===== src/rtl/smb_pkg.sv =====
package smb_pkg;

  typedef enum logic [2:0] {
    ST_IDLE,
    ST_ADDR,
    ST_ACK_WAIT,
    ST_ACK_DRIVE,
    ST_SKIP
  } slv_state_t;

endpackage


===== src/rtl/smb_sync.sv =====
module smb_sync #(
  parameter int WIDTH     = 2,
  parameter int STAGES    = 2,
  parameter bit RESET_VAL = 1'b1
) (
  input  logic             clk,
  input  logic             rst,
  input  logic [WIDTH-1:0] d_async,
  output logic [WIDTH-1:0] d_sync
);

  logic [WIDTH-1:0] chain [STAGES];

  generate
    for (genvar s = 0; s < STAGES; s++) begin : g_stage
      always_ff @(posedge clk) begin
        if (rst) begin
          chain[s] <= {WIDTH{RESET_VAL}};
        end else if (s == 0) begin
          chain[s] <= d_async;
        end else begin
          chain[s] <= chain[(s == 0) ? 0 : s-1];
        end
      end
    end
  endgenerate

  assign d_sync = chain[STAGES-1];

endmodule


===== src/rtl/smb_bus_events.sv =====
module smb_bus_events (
  input  logic clk,
  input  logic rst,
  input  logic scl_s,
  input  logic sda_s,
  output logic start_p,
  output logic stop_p,
  output logic scl_rise,
  output logic scl_fall
);

  logic scl_q;
  logic sda_q;

  always_ff @(posedge clk) begin
    if (rst) begin
      scl_q <= 1'b1;
      sda_q <= 1'b1;
    end else begin
      scl_q <= scl_s;
      sda_q <= sda_s;
    end
  end

  // Data-line edges that happen while the clock line stays high
  assign start_p  = scl_s & scl_q & sda_q & ~sda_s;
  assign stop_p   = scl_s & scl_q & ~sda_q & sda_s;
  assign scl_rise = scl_s & ~scl_q;
  assign scl_fall = ~scl_s & scl_q;

endmodule


===== src/rtl/smb_addr_fsm.sv =====
module smb_addr_fsm
  import smb_pkg::*;
#(
  parameter int ADDR_BITS = 7
) (
  input  logic                 clk,
  input  logic                 rst,
  input  logic                 enable,
  input  logic                 inhibit,
  input  logic [ADDR_BITS-1:0] own_addr,
  input  logic                 irq_clear,
  input  logic                 sda_s,
  input  logic                 start_p,
  input  logic                 stop_p,
  input  logic                 scl_rise,
  input  logic                 scl_fall,
  output logic                 sda_pull,
  output logic                 irq,
  output logic                 rw_bit,
  output logic                 inh_lat
);

  localparam int BYTE_BITS = ADDR_BITS + 1;
  localparam int CNT_W     = $clog2(BYTE_BITS);

  slv_state_t           state;
  logic [CNT_W-1:0]     bit_cnt;
  logic [ADDR_BITS-1:0] shreg;
  logic [BYTE_BITS-1:0] byte_next;
  logic                 last_bit;
  logic                 hit;

  assign byte_next = {shreg, sda_s};
  assign last_bit  = (bit_cnt == CNT_W'(BYTE_BITS - 1));
  assign hit       = (byte_next[BYTE_BITS-1:1] == own_addr) && !inh_lat;

  always_ff @(posedge clk) begin
    if (rst) begin
      state    <= ST_IDLE;
      bit_cnt  <= '0;
      shreg    <= '0;
      inh_lat  <= 1'b0;
      sda_pull <= 1'b0;
      irq      <= 1'b0;
      rw_bit   <= 1'b0;
    end else begin
      if (irq_clear) begin
        irq <= 1'b0;
      end
      if (!enable) begin
        state    <= ST_IDLE;
        bit_cnt  <= '0;
        sda_pull <= 1'b0;
      end else if (start_p) begin
        state    <= ST_ADDR;
        bit_cnt  <= '0;
        inh_lat  <= inhibit;
        sda_pull <= 1'b0;
      end else if (stop_p) begin
        state    <= ST_IDLE;
        sda_pull <= 1'b0;
      end else begin
        case (state)
          ST_ADDR: begin
            if (scl_rise) begin
              shreg <= byte_next[ADDR_BITS-1:0];
              if (last_bit) begin
                bit_cnt <= '0;
                if (hit) begin
                  state  <= ST_ACK_WAIT;
                  irq    <= 1'b1;
                  rw_bit <= byte_next[0];
                end else begin
                  state <= ST_SKIP;
                end
              end else begin
                bit_cnt <= bit_cnt + 1'b1;
              end
            end
          end
          ST_ACK_WAIT: begin
            if (scl_fall) begin
              sda_pull <= 1'b1;
              state    <= ST_ACK_DRIVE;
            end
          end
          ST_ACK_DRIVE: begin
            if (scl_fall) begin
              sda_pull <= 1'b0;
              state    <= ST_SKIP;
            end
          end
          default: begin
          end
        endcase
      end
    end
  end

endmodule


===== src/rtl/smb_addr_responder.sv =====
module smb_addr_responder #(
  parameter int ADDR_BITS   = 7,
  parameter int SYNC_STAGES = 2
) (
  input  logic                 clk,
  input  logic                 rst,
  input  logic                 enable,
  input  logic                 inhibit,
  input  logic [ADDR_BITS-1:0] own_addr,
  input  logic                 irq_clear,
  input  logic                 scl_in,
  input  logic                 sda_in,
  output logic                 sda_pull,
  output logic                 irq,
  output logic                 rw_bit
);

  logic [1:0] line_sync;
  logic       scl_s;
  logic       sda_s;
  logic       start_p;
  logic       stop_p;
  logic       scl_rise;
  logic       scl_fall;
  logic       inh_lat;

  smb_sync #(
    .WIDTH    (2),
    .STAGES   (SYNC_STAGES),
    .RESET_VAL(1'b1)
  ) i_sync (
    .clk    (clk),
    .rst    (rst),
    .d_async({scl_in, sda_in}),
    .d_sync (line_sync)
  );

  assign scl_s = line_sync[1];
  assign sda_s = line_sync[0];

  smb_bus_events i_events (
    .clk     (clk),
    .rst     (rst),
    .scl_s   (scl_s),
    .sda_s   (sda_s),
    .start_p (start_p),
    .stop_p  (stop_p),
    .scl_rise(scl_rise),
    .scl_fall(scl_fall)
  );

  smb_addr_fsm #(
    .ADDR_BITS(ADDR_BITS)
  ) i_fsm (
    .clk      (clk),
    .rst      (rst),
    .enable   (enable),
    .inhibit  (inhibit),
    .own_addr (own_addr),
    .irq_clear(irq_clear),
    .sda_s    (sda_s),
    .start_p  (start_p),
    .stop_p   (stop_p),
    .scl_rise (scl_rise),
    .scl_fall (scl_fall),
    .sda_pull (sda_pull),
    .irq      (irq),
    .rw_bit   (rw_bit),
    .inh_lat  (inh_lat)
  );

endmodule


===== config.mk =====
export PLATFORM = sky130hd
export DESIGN_NAME = smb_addr_responder
export DESIGN_NICKNAME = d
export VERILOG_FILES = /design/src/rtl/smb_pkg.sv /design/src/rtl/smb_sync.sv /design/src/rtl/smb_bus_events.sv /design/src/rtl/smb_addr_fsm.sv /design/src/rtl/smb_addr_responder.sv
export SDC_FILE = /design/constraint.sdc
export NUM_CORES = 1
export LEC_CHECK = 0
export CAP_MARGIN = 25
export CORE_ASPECT_RATIO = 1.4
export CORE_UTILIZATION = 53
export CTS_BUF_LIST = sky130_fd_sc_hd__clkbuf_16
export CTS_CLUSTER_SIZE = 14
export DETAILED_ROUTE_END_ITERATION = 7
export DONT_BUFFER_PORTS = 1
export PLACE_DENSITY = 0.72
export SLEW_MARGIN = 10
export SYNTH_ARGS = -nofsm -noshare
export SYNTH_HDL_FRONTEND = slang
export SYNTH_SLANG_ARGS = --single-unit

===== constraint.sdc =====
create_clock -name clk -period 1.7 [get_ports clk]
set_clock_uncertainty 0.15 [all_clocks]
set_input_delay 0.425 -clock clk [delete_from_list [all_inputs] [get_ports clk]]
set_output_delay 0.425 -clock clk [all_outputs]
set_load 0.1 [all_outputs]

==> Yosys cells after proc, flatten, opt, wreduce, memory -nomap -nowiden <==
Memory sizes are Yosys's and may differ from the RTL's.
Cells that the tools add are included.
{ "classes": {"n_addsub": 1, "n_reduce_logical": 15, "muxes": 25, "eq_ne": 13, "bitwise_logic": 16} }
{ "op_table": {"columns": ["op", "count"], "rows": [
  ["$mux W3", 6],
  ["$mux W1", 15],
  ["$reduce_and A5 Y1", 3],
  ["$ne A4 B4 Y1 const B", 3],
  ["$pmux W3 S3", 1],
  ["$and A1 B1 Y1", 7],
  ["$eq A7 B7 Y1", 1],
  ["$not A1 Y1", 7],
  ["$reduce_and A7 Y1", 1],
  ["$eq A3 B2 Y1 const B", 2],
  ["$ne A2 B2 Y1 const B", 3],
  ["$reduce_and A3 Y1", 2],
  ["$reduce_bool A5 Y1", 1],
  ["$mux W2", 2],
  ["$ne A4 B3 Y1 const B", 1],
  ["$reduce_or A4 Y1", 1],
  ["$add A3 B1 Y3 const B", 1],
  ["$eq A3 B1 Y1 const B", 1],
  ["$eq A3 B3 Y1 const B", 1],
  ["$reduce_bool A3 Y1", 1],
  ["$reduce_or A3 Y1", 1],
  ["$ne A2 B1 Y1 const B", 1],
  ["$or A1 B1 Y1", 2],
  ["$pmux W1 S2", 1],
  ["other kinds (5)", 5]
]} }
{ "totals": {"n_memories": 1, "ram_bits": 4, "in_bits": 14, "reg_bits": 19, "wordCells": 81} }
{ "memory_table": {"columns": ["name", "words", "width", "rd", "rd_clocked_by_memory_dff", "write_ports", "line", "source"], "rows": [
  ["i_sync.chain", 2, 2, 2, 0, 2, "smb_sync.sv:12", "logic [WIDTH-1:0] chain [STAGES];"]
]} }

==> Logic depth before layout (Yosys ltp) <==
Gate-level depths: netlist of the first run.
{ "logic_depth": {"word_depth": 9, "depth_mapped": 6} }

==> Hierarchy <==
A second synthesis of the first run with hierarchy kept.
{ "hier_totals": {"cells_unflattened": 107, "area_unflattened_um2": 1034.7} }
{ "by_module_without_submodules": {"columns": ["mod", "area_each_um2", "cells_each", "instances", "seq_area_each_um2"], "rows": [
  ["smb_addr_fsm", 844.6, 91, 1, 340.3],
  ["smb_sync", 105.1, 8, 1, 80.1],
  ["smb_bus_events", 85.1, 8, 1, 40.0]
]} }

==> Worst setup path after synthesis of the first run <==
Ideal clock, no wire load.
{ "synth_timing": {"path_kind": "input to register", "from": "input port own_addr[6]", "to": "register i_fsm.state[2]", "path_buffers": 0, "path_slack_ns": -0.111, "t_arrival_ns": 1.547, "path_stages": 4, "required_ns": 1.435, "cell_sequence": "xor2_1 > or4_1 > o311a_1 > o21ba_1"} }
{ "synth_between": {"elab_chain_cells": 6} }
{ "synth_lines": {"columns": ["item", "line", "source"], "rows": [
  ["start: declaration", "smb_addr_responder.sv:9", "input logic [ADDR_BITS-1:0] own_addr,"],
  ["$eq A7 B7 Y1", "smb_addr_fsm.sv:35", "assign hit = (byte_next[BYTE_BITS-1:1] == own_addr) && !inh_lat;"],
  ["$logic_and A1 B1 Y1", "smb_addr_fsm.sv:35", null],
  ["$mux W3", "smb_addr_fsm.sv:69", "if (hit) begin"],
  ["$mux W3", "smb_addr_fsm.sv:67", "if (last_bit) begin"],
  ["$mux W3", "smb_addr_fsm.sv:65", "if (scl_rise) begin"],
  ["$pmux W3 S3", "smb_addr_fsm.sv:63", "case (state)"],
  ["end signal: assignment", "smb_addr_fsm.sv:60", "state <= ST_IDLE;"],
  ["end signal: assignment", "smb_addr_fsm.sv:70", "state <= ST_ACK_WAIT;"],
  ["end signal: assignment", "smb_addr_fsm.sv:74", "state <= ST_SKIP;"],
  ["end: declaration", "smb_addr_fsm.sv:26", "slv_state_t state;"]
]} }
No other way between the ends. The select of a mux whose other input is x is not followed.
A chain may end at the register's enable or synchronous reset.

==> Final worst setup path of the first run <==
{ "layout_timing": {"from": "register i_fsm.shreg[6]", "to": "register i_fsm.state[2]"} }
{ "layout_between": {"elab_chain_cells": 6} }
{ "layout_lines": {"columns": ["item", "line", "source"], "rows": [
  ["start: declaration", "smb_addr_fsm.sv:28", "logic [ADDR_BITS-1:0] shreg;"],
  ["start signal: assignment", "smb_addr_fsm.sv:66", "shreg <= byte_next[ADDR_BITS-1:0];"],
  ["$eq A7 B7 Y1", "smb_addr_fsm.sv:35", null],
  ["$logic_and A1 B1 Y1", "smb_addr_fsm.sv:35", null],
  ["$mux W3", "smb_addr_fsm.sv:69", null],
  ["$mux W3", "smb_addr_fsm.sv:67", null],
  ["$mux W3", "smb_addr_fsm.sv:65", null],
  ["$pmux W3 S3", "smb_addr_fsm.sv:63", null]
]} }
No other way between the ends. The select of a mux whose other input is x is not followed.

==> results_tabular.tex, run 1 <==
\begin{tabular}{lr}
\hline
Metric & Value \\
\hline
\multicolumn{2}{l}{\textbf{Global route}} \\
\quad Maximum number of pins on one net before global-route repair & 16 \\
\quad Wire length of the first global-routing pass & 3.09 mm \\
\quad Number of antenna violations at the first check in global routing & 0 \\
\quad Global router's overall resource usage & 22.3\% \\
\quad Via count of the first global-routing pass & 750 \\
\quad Global route overflow & 0 \\
\multicolumn{2}{l}{\textbf{STA}} \\
\quad Final hold violation count & 0 \\
\quad Transition time at the pin with the least slew margin & 0.283 ns \\
\quad Unrepaired setup endpoints after global routing & true \\
\quad Final period util & 105\% \\
\quad Count of final max-slew check failures & 0 \\
\quad Worst-case setup margin in the final layout & -0.0785 ns \\
\quad Rel. slew slack & 81.2\% \\
\quad Final TNS setup & -0.113 ns \\
\quad Count of final setup violators & 3 \\
\quad Minimum clock period after layout & 1.78 ns \\
\quad Maximum clock rate & 0.562 GHz \\
\multicolumn{2}{l}{\textbf{Logic synthesis}} \\
\quad Dominant combinational cell family by area after synthesis & simple AND/OR/NAND/NOR gates \\
\quad Count of flip-flops with a built-in enable after synthesis & 0 \\
\quad Compound-Gate Fraction of Synth Area & 16.1\% \\
\quad Leading cell types by total area after synthesis & dfxtp\_1 46\%, a21oi\_1 7.1\%, nand2\_1 5.7\% \\
\quad Most common flop cell mapped by yosys & dfxtp\_1 \\
\quad Ys Warns & 0 \\
\quad Cell taking the most area after synthesis & dfxtp\_1 \\
\quad Synthesized-area fraction occupied by adder cells & 2.52\% \\
\quad Proportion of synthesized area in mux cells & 1.01\% \\
\quad Cell area after synthesis & 992 sq um \\
\quad Number of distinct standard cells referenced by the synthesized netlist & 30 \\
\quad Async SR Flop Fraction & 0\% \\
\quad Share of the synthesized area in the top cell type & 46.4\% \\
\quad Cell count after synthesis & 109 \\
\quad Simple-gate share of the synthesized area & 25.9\% \\
\quad Number of register bits inferred by synthesis & 23 \\
\quad Share of the synthesized netlist area taken by xor and xnor gates & 6.18\% \\
\quad Net count of the mapped netlist & 125 \\
\quad Sequential share of the synthesized area & 46.4\% \\
\quad Avg Cell Area, Syn & 9.10 sq um \\
\multicolumn{2}{l}{\textbf{Placement}} \\
\quad Placed Area & 1100 sq um \\
\quad Number of buffer cells added on primary ports & 0 \\
\quad Placer congestion estimate & 0.754 \\
\quad Post-place setup slack & -0.123 ns \\
\quad Placed insts & 138 \\
\quad HPWL after detailed placement & 1.50 mm \\
\multicolumn{2}{l}{\textbf{Route}} \\
\quad Antenna Violating Nets Remaining & 0 \\
\quad Detailed-route DRC error count & 0 \\
\quad Vias per cell & 5.58 \\
\quad Detailed-routing iteration count for the pre-antenna-repair pass & 3 \\
\quad Wirelength, routed & 2.03 mm \\
\quad Vias & 798 \\
\quad Avg WL per Cell & 14.2 um \\
\quad Starting DRC count in detailed routing & 7 \\
\multicolumn{2}{l}{\textbf{Cells and area}} \\
\quad Final std cells w/o fill & 143 \\
\quad Area growth, synth to finish & 24.2\% \\
\quad NumNets Final & 140 \\
\quad Final instance area & 1230 sq um \\
\quad Layout cells sized above 1 & 26.8\% \\
\quad Total inserted antenna cells & 0 \\
\quad Leading cell types in the layout, fill and taps excluded & 19 x dfxtp\_1, 15 x nand2\_1, 13 x a21oi\_1, 12 x buf\_4, 5 x o21ai\_1 \\
\quad Most common cell after layout, fill and taps aside & dfxtp\_1 \\
\multicolumn{2}{l}{\textbf{Worst setup path}} \\
\quad Cell-by-cell trace of the critical path & xor2\_1 > or4\_4 > o311a\_4 > o21ba\_1 \\
\quad Slack of the worst reg-to-reg path & -0.08 ns \\
\quad Sort of element at the start of the critical path & register \\
\quad Worst-path maximum fanout & 2 \\
\quad Arrival time reported for the critical path endpoint & 1.78 ns \\
\quad Slowest cell on crit path & or4\_4 \\
\quad Startpoint-to-endpoint class of the critical path & reg2reg \\
\quad CP Data Required Time & 1.70 ns \\
\quad CP peak stage delay & 0.54 ns \\
\quad Worst Setup End Kind & register \\
\multicolumn{2}{l}{\textbf{Clock tree}} \\
\quad Later-pin clock latency in the skew report & 0.25 ns \\
\quad TritonCTS clock tree & yes \\
\quad TritonCTS Buffers & 3 \\
\quad Reg clk slew, reported paths & 0.06 ns \\
\quad Number of clock sinks seen by CTS & 23 \\
\quad H-tree level count & 1 \\
\quad Max Buffers Root-to-Sink & 2 \\
\quad Buffer type at the clock tree root & clkbuf\_16 \\
\multicolumn{2}{l}{\textbf{Pwr}} \\
\quad Power Total & 1.08 mW \\
\quad Total power density per cell area & 876 nW/um\^{}2 \\
\quad Maximum vdd ir drop & 0.000804 V \\
\quad Lkg Pwr & 0.511 nW \\
\multicolumn{2}{l}{\textbf{Floorplanning}} \\
\quad Die ar. & 2050 sq um \\
\quad Floorplan Core Area & 1760 sq um \\
\quad Count of pins on the block boundary & 17 \\
\quad Std-Cell Rows & 18 \\
\quad Chip Height & 53.2 um \\
\quad Initial cell density of the core & 56.5\% \\
\quad Chip Width & 38.6 um \\
\multicolumn{2}{l}{\textbf{Status}} \\
\quad Violations in the final reports & negative setup slack \\
\quad Result of the run & complete, but fails checks \\
\multicolumn{2}{l}{\textbf{Hold path}} \\
\quad Hold Crit Class & in2reg \\
\multicolumn{2}{l}{\textbf{Flow run}} \\
\quad Max cap viols & 0 \\
\hline
\end{tabular}
## power by group
group | total, mW | leakage (nW) | switching [mW] | internal [mW]
clock | 0.491 | 0.0423 | 0.177 | 0.313
combinational | 0.0392 | 0.281 | 0.0188 | 0.0204
sequential | 0.549 | 0.188 | 0.00342 | 0.546
## Yosys cell counts (all sizes together), types with 3 or more instances
cell and number:
nor3 3, xor2 3, nand2 15, or2 6, o21ai 9, dfxtp 23, a21oi 14, xnor2 4
nand3b 3, clkbuf 3
## flip-flops by register name, summed over array words and instances (netlist names)
signal,flops
i_events.scl_q,1
i_events.sda_q,1
i_fsm.bit_cnt,3
i_fsm.inh_lat,1
i_fsm.irq,1
i_fsm.rw_bit,1
i_fsm.sda_pull,1
i_fsm.shreg,7
i_fsm.state,3
i_sync.chain,4
## metal layers
layer,vias up,share of wire (%),track usage [%]
met5,-,0,0
met4,0,3.0,12.1
li1,410,-,-
met1,368,39,19.8
met2,13,55,41.9
met3,7,3.6,6.72
## worst max-delay path: cells and delay by family, from the launching register on
family	cells	cell delay (ns)
compound gates	2	0.50
xor+xnor	1	0.15
flops	1	0.32
simple gates	1	0.54
## cells by family after synthesis
kind of cell,Yosys count
simple gates,43
compound gates,28
flops,23
xor+xnor,7
buf+inv,5
fa+ha+maj,2
mux,1
## worst paths after layout
kind,startpoint,endpoint,depth (start not counted)
hold reg to reg,i_sync.chain[0][0]$_SDFF_PP1_,i_sync.chain[1][0]$_SDFF_PP1_,1
setup reg to reg,i_fsm.shreg[6]$_SDFFE_PP0P_,i_fsm.state[2]$_SDFFE_PP0P_,4
hold / removal,rst,i_fsm.shreg[6]$_SDFFE_PP0P_,1
setup / recovery,i_fsm.shreg[6]$_SDFFE_PP0P_,i_fsm.state[2]$_SDFFE_PP0P_,4
## final cells by class
type,count,area [sq um]
Fill cell,148,524
Clock inverter,1,3.75
Timing Repair Buffer,13,101
Tap cell,20,25.0
Inverter,2,7.51
Multi-Input combinational cell,81,554
Sequential cell,23,465
Clock buffer,3,75.1
## stage by stage
stage	utilization [%]	hold WS, ns
after floorplan	-	0.239
after global placement	62.7	0.241
after detailed placement	62.7	0.247
after CTS	67.8	0.0788
after global routing	70.2	0.0728
final	70.2	0.0808
## repair_timing
action                                  in CTS  in global routing
resized for setup                            3                  7
buffers inserted                             1                  0
hold buffers                                 0                  0
endpoints found under the setup margin       6                  6
pin swaps                                    1                  1
Power figures use the tool's default switching activity.
==> run 2, diff against run 1 <==
--- a/config.mk
+++ b/config.mk
@@ -7,12 +7,12 @@
 export LEC_CHECK = 0
 export CAP_MARGIN = 25
 export CORE_ASPECT_RATIO = 1.4
-export CORE_UTILIZATION = 53
+export CORE_UTILIZATION = 41
 export CTS_BUF_LIST = sky130_fd_sc_hd__clkbuf_16
 export CTS_CLUSTER_SIZE = 14
 export DETAILED_ROUTE_END_ITERATION = 7
 export DONT_BUFFER_PORTS = 1
-export PLACE_DENSITY = 0.72
+export PLACE_DENSITY = 0.58
 export SLEW_MARGIN = 10
 export SYNTH_ARGS = -nofsm -noshare
 export SYNTH_HDL_FRONTEND = slang
==> run 2 against run 1 <==
The flow still finishes with violations (negative setup slack). Die area rose by 28%. Sequential power about the same. Critical path depth stayed put. Register-to-register slack better by 0.02 ns. Total power decreased by 0.43%. Highest routed layer unchanged.
==> results_tabular.tex, run 2 (synthesis results as in run 1) <==
\begin{tabular}{lr}
\hline
Metric & Value \\
\hline
\multicolumn{2}{l}{\textbf{Pwr}} \\
\quad Clk pwr share & 45.2\% (was 45.5\%) \\
\quad Lkg Pwr & 0.484 nW (was 0.511 nW) \\
\quad Maximum vdd ir drop & 0.000747 V (was 0.000804 V) \\
\quad Net switching power & 0.194 mW (was 0.199 mW) \\
\quad Internal power summed over all cells & 0.881 mW (was 0.880 mW) \\
\quad Sw Ratio & 18.1\% (was 18.5\%) \\
\quad Comb pwr share & 3.5\% (was 3.6\%) \\
\quad Total power density per cell area & 875 nW/um\^{}2 (was 876 nW/um\^{}2) \\
\quad Power Total & 1.07 mW (was 1.08 mW) \\
\quad Part of the power in registers & 51.2\% (was 50.9\%) \\
\multicolumn{2}{l}{\textbf{Route}} \\
\quad Avg WL per Cell & 13.5 um (was 14.2 um) \\
\quad Wirelength, routed & 1.99 mm (was 2.03 mm) \\
\quad Vias & 802 (was 798) \\
\quad Detailed-route DRC error count & 0 (unchanged) \\
\quad Detailed-routing iteration count for the pre-antenna-repair pass & 4 (was 3) \\
\quad Antenna Violating Nets Remaining & 0 (unchanged) \\
\quad Starting DRC count in detailed routing & 13 (was 7) \\
\quad Vias per cell & 5.46 (was 5.58) \\
\multicolumn{2}{l}{\textbf{STA}} \\
\quad Worst Hold Slack & 0.0814 ns (was 0.0808 ns) \\
\quad Final hold violation count & 0 (unchanged) \\
\quad Minimum clock period after layout & 1.76 ns (was 1.78 ns) \\
\quad Final period util & 103\% (was 105\%) \\
\quad Maximum clock rate & 0.569 GHz (was 0.562 GHz) \\
\quad Unrepaired setup endpoints after global routing & true (unchanged) \\
\quad Count of final max-slew check failures & 0 (unchanged) \\
\quad Transition time at the pin with the least slew margin & 0.330 ns (was 0.283 ns) \\
\quad Worst-case setup margin in the final layout & -0.0571 ns (was -0.0785 ns) \\
\quad Rel. slew slack & 78.0\% (was 81.2\%) \\
\quad Count of final setup violators & 4 (was 3) \\
\multicolumn{2}{l}{\textbf{Worst setup path}} \\
\quad Sort of element at the start of the critical path & register (unchanged) \\
\quad Worst-path maximum fanout & 4 (was 2) \\
\quad Arrival time reported for the critical path endpoint & 1.79 ns (was 1.78 ns) \\
\quad Slowest cell on crit path & or3b\_4 (was or4\_4) \\
\quad CP most frequent cell & or3b\_4 \\
\quad Startpoint-to-endpoint class of the critical path & reg2reg (unchanged) \\
\quad CP peak stage delay & 0.39 ns (was 0.54 ns) \\
\quad Cell-by-cell trace of the critical path & or3b\_4 > or3b\_4 > or3\_1 > a21oi\_1 (was xor2\_1 > or4\_4 > o311a\_4 > o21ba\_1) \\
\quad Worst Setup End Kind & register (unchanged) \\
\quad CP Data Required Time & 1.73 ns (was 1.70 ns) \\
\multicolumn{2}{l}{\textbf{Placement}} \\
\quad Placer congestion estimate & 0.824 (was 0.754) \\
\quad Placed insts & 142 (was 138) \\
\quad HPWL after detailed placement & 1.50 mm (about the same) \\
\quad Number of buffer cells added on primary ports & 0 (unchanged) \\
\multicolumn{2}{l}{\textbf{Clock tree}} \\
\quad Later-pin clock latency in the skew report & 0.25 ns (about the same) \\
\quad Reg clk slew, reported paths & 0.06 ns (about the same) \\
\quad Number of clock sinks seen by CTS & 23 (unchanged) \\
\quad Max Buffers Root-to-Sink & 2 (unchanged) \\
\quad TritonCTS clock tree & yes (unchanged) \\
\quad TritonCTS Buffers & 3 (unchanged) \\
\quad Buffer type at the clock tree root & clkbuf\_16 (unchanged) \\
\quad H-tree level count & 1 (unchanged) \\
\quad Hold\_buf cts & 0 (unchanged) \\
\multicolumn{2}{l}{\textbf{Hold path}} \\
\quad Hold Crit Class & in2reg (unchanged) \\
\multicolumn{2}{l}{\textbf{Global route}} \\
\quad Wire length of the first global-routing pass & 3.30 mm (was 3.09 mm) \\
\quad Via count of the first global-routing pass & 787 (was 750) \\
\quad Global route overflow & 0 (unchanged) \\
\quad Maximum number of pins on one net before global-route repair & 16 (unchanged) \\
\quad Number of antenna violations at the first check in global routing & 0 (unchanged) \\
\quad Global router's overall resource usage & 16.9\% (was 22.3\%) \\
\multicolumn{2}{l}{\textbf{Floorplanning}} \\
\quad Die ar. & 2620 sq um (was 2050 sq um) \\
\quad Chip Height & 60.2 um (was 53.2 um) \\
\quad Chip Width & 43.6 um (was 38.6 um) \\
\quad Floorplan Core Area & 2230 sq um (was 1760 sq um) \\
\quad Count of pins on the block boundary & 17 (unchanged) \\
\quad Initial cell density of the core & 44.6\% (was 56.5\%) \\
\quad Std-Cell Rows & 20 (was 18) \\
\multicolumn{2}{l}{\textbf{Cells and area}} \\
\quad Final std cells w/o fill & 147 (was 143) \\
\quad Leading cell types in the layout, fill and taps excluded & 20 x dfxtp\_1, 15 x nand2\_1, 14 x a21oi\_1, 14 x buf\_4, 5 x o21ai\_1 (was 19 x dfxtp\_1, 15 x nand2\_1, 13 x a21oi\_1, 12 x buf\_4, 5 x o21ai\_1) \\
\quad Area growth, synth to finish & 23.8\% (was 24.2\%) \\
\quad Register with the most flip-flops & i\_fsm.shreg (unchanged) \\
\quad Biggest registers after layout & i\_fsm.shreg (7), i\_sync.chain (4) (unchanged) \\
\quad Number of flip-flops in the largest register & 7 (unchanged) \\
\quad Layout cells sized above 1 & 24.8\% (was 26.8\%) \\
\quad Most common cell after layout, fill and taps aside & dfxtp\_1 (unchanged) \\
\quad NumNets Final & 142 (was 140) \\
\quad Total inserted antenna cells & 0 (unchanged) \\
\multicolumn{2}{l}{\textbf{Flow run}} \\
\quad Max cap viols & 0 (unchanged) \\
\multicolumn{2}{l}{\textbf{Status}} \\
\quad Result of the run & complete, but fails checks (unchanged) \\
\quad Violations in the final reports & negative setup slack (unchanged) \\
\hline
\end{tabular}
==> run 2: power by group through the flow <==
stage	Sequential, mW	Combinational, mW	Clock [mW]
6_report	0.551	0.0381	0.486
5_1_grt	0.551	0.0421	0.523
4_1_cts	0.550	0.0353	0.504
3_5_place_dp	0.562	0.0350	0
3_3_place_gp	0.562	0.0345	0
2_1_floorplan	0.561	0.0290	0
==> run 2: metal layers <==
metal | part of all wire [%] | global-route usage (%) | up-vias
li1 | - | - | 413
met4 | 0.45 | 9.38 | 0
met3 | 3.1 | 1.51 | 2
met2 | 54 | 30.1 | 11
met5 | 0 | 0 | -
met1 | 42 | 19.3 | 376
==> run 2: worst max-delay path: cells and delay by family, from the launching register on <==
family / cells / cell delay [ns]
AO/OA/AOI/OAI: 1 / 0.12
flip-flops: 1 / 0.35
AND/OR/NAND/NOR: 3 / 1.08
==> run 2: worst paths after layout <==
check / from / cells after the start / endpoint / slack [ns]
max: i_sync.chain[1][1]$_SDFF_PP1_ / 4 / i_fsm.bit_cnt[0]$_SDFFE_PP0P_ / -0.06
min: rst / 1 / i_fsm.shreg[6]$_SDFFE_PP0P_ / 0.08
max reg2reg: i_sync.chain[1][1]$_SDFF_PP1_ / 4 / i_fsm.bit_cnt[0]$_SDFFE_PP0P_ / -0.06
min reg2reg: i_sync.chain[0][0]$_SDFF_PP1_ / 1 / i_sync.chain[1][0]$_SDFF_PP1_ / 0.26
==> run 2: timing repair <==
| item | 4_1_cts | 5_1_grt |
|---|---|---|
| pin swaps | 0 | 1 |
| setup buffers | 0 | 1 |
| resized for setup | 2 | 4 |
| setup endpoints to repair | 5 | 7 |
==> run 2: through the flow <==
step | TNS [ns] | cell area [sq um] | worst slack, ns | util, %
after CTS | -0.200 | 1200 | -0.0592 | 53.9
after global routing | -0.492 | 1230 | -0.109 | 55.2
after floorplan | -0.108 | 997 | -0.0896 | -
final | -0.141 | 1230 | -0.0571 | 55.2
after detailed placement | -0.379 | 1120 | -0.135 | 50.2
after global placement | -0.274 | 1120 | -0.119 | 50.2
==> run 2: final cells by class <==
| cell class | count | area, sq um |
|---|---|---|
| clock inverters | 1 | 3.75 |
| fillers | 210 | 998 |
| clock buffers | 3 | 75.1 |
| repair buffers | 15 | 116 |
| well taps | 22 | 27.5 |
| flip-flops and latches | 23 | 464 |
| multi-input cells | 81 | 534 |
| inverters | 2 | 7.51 |
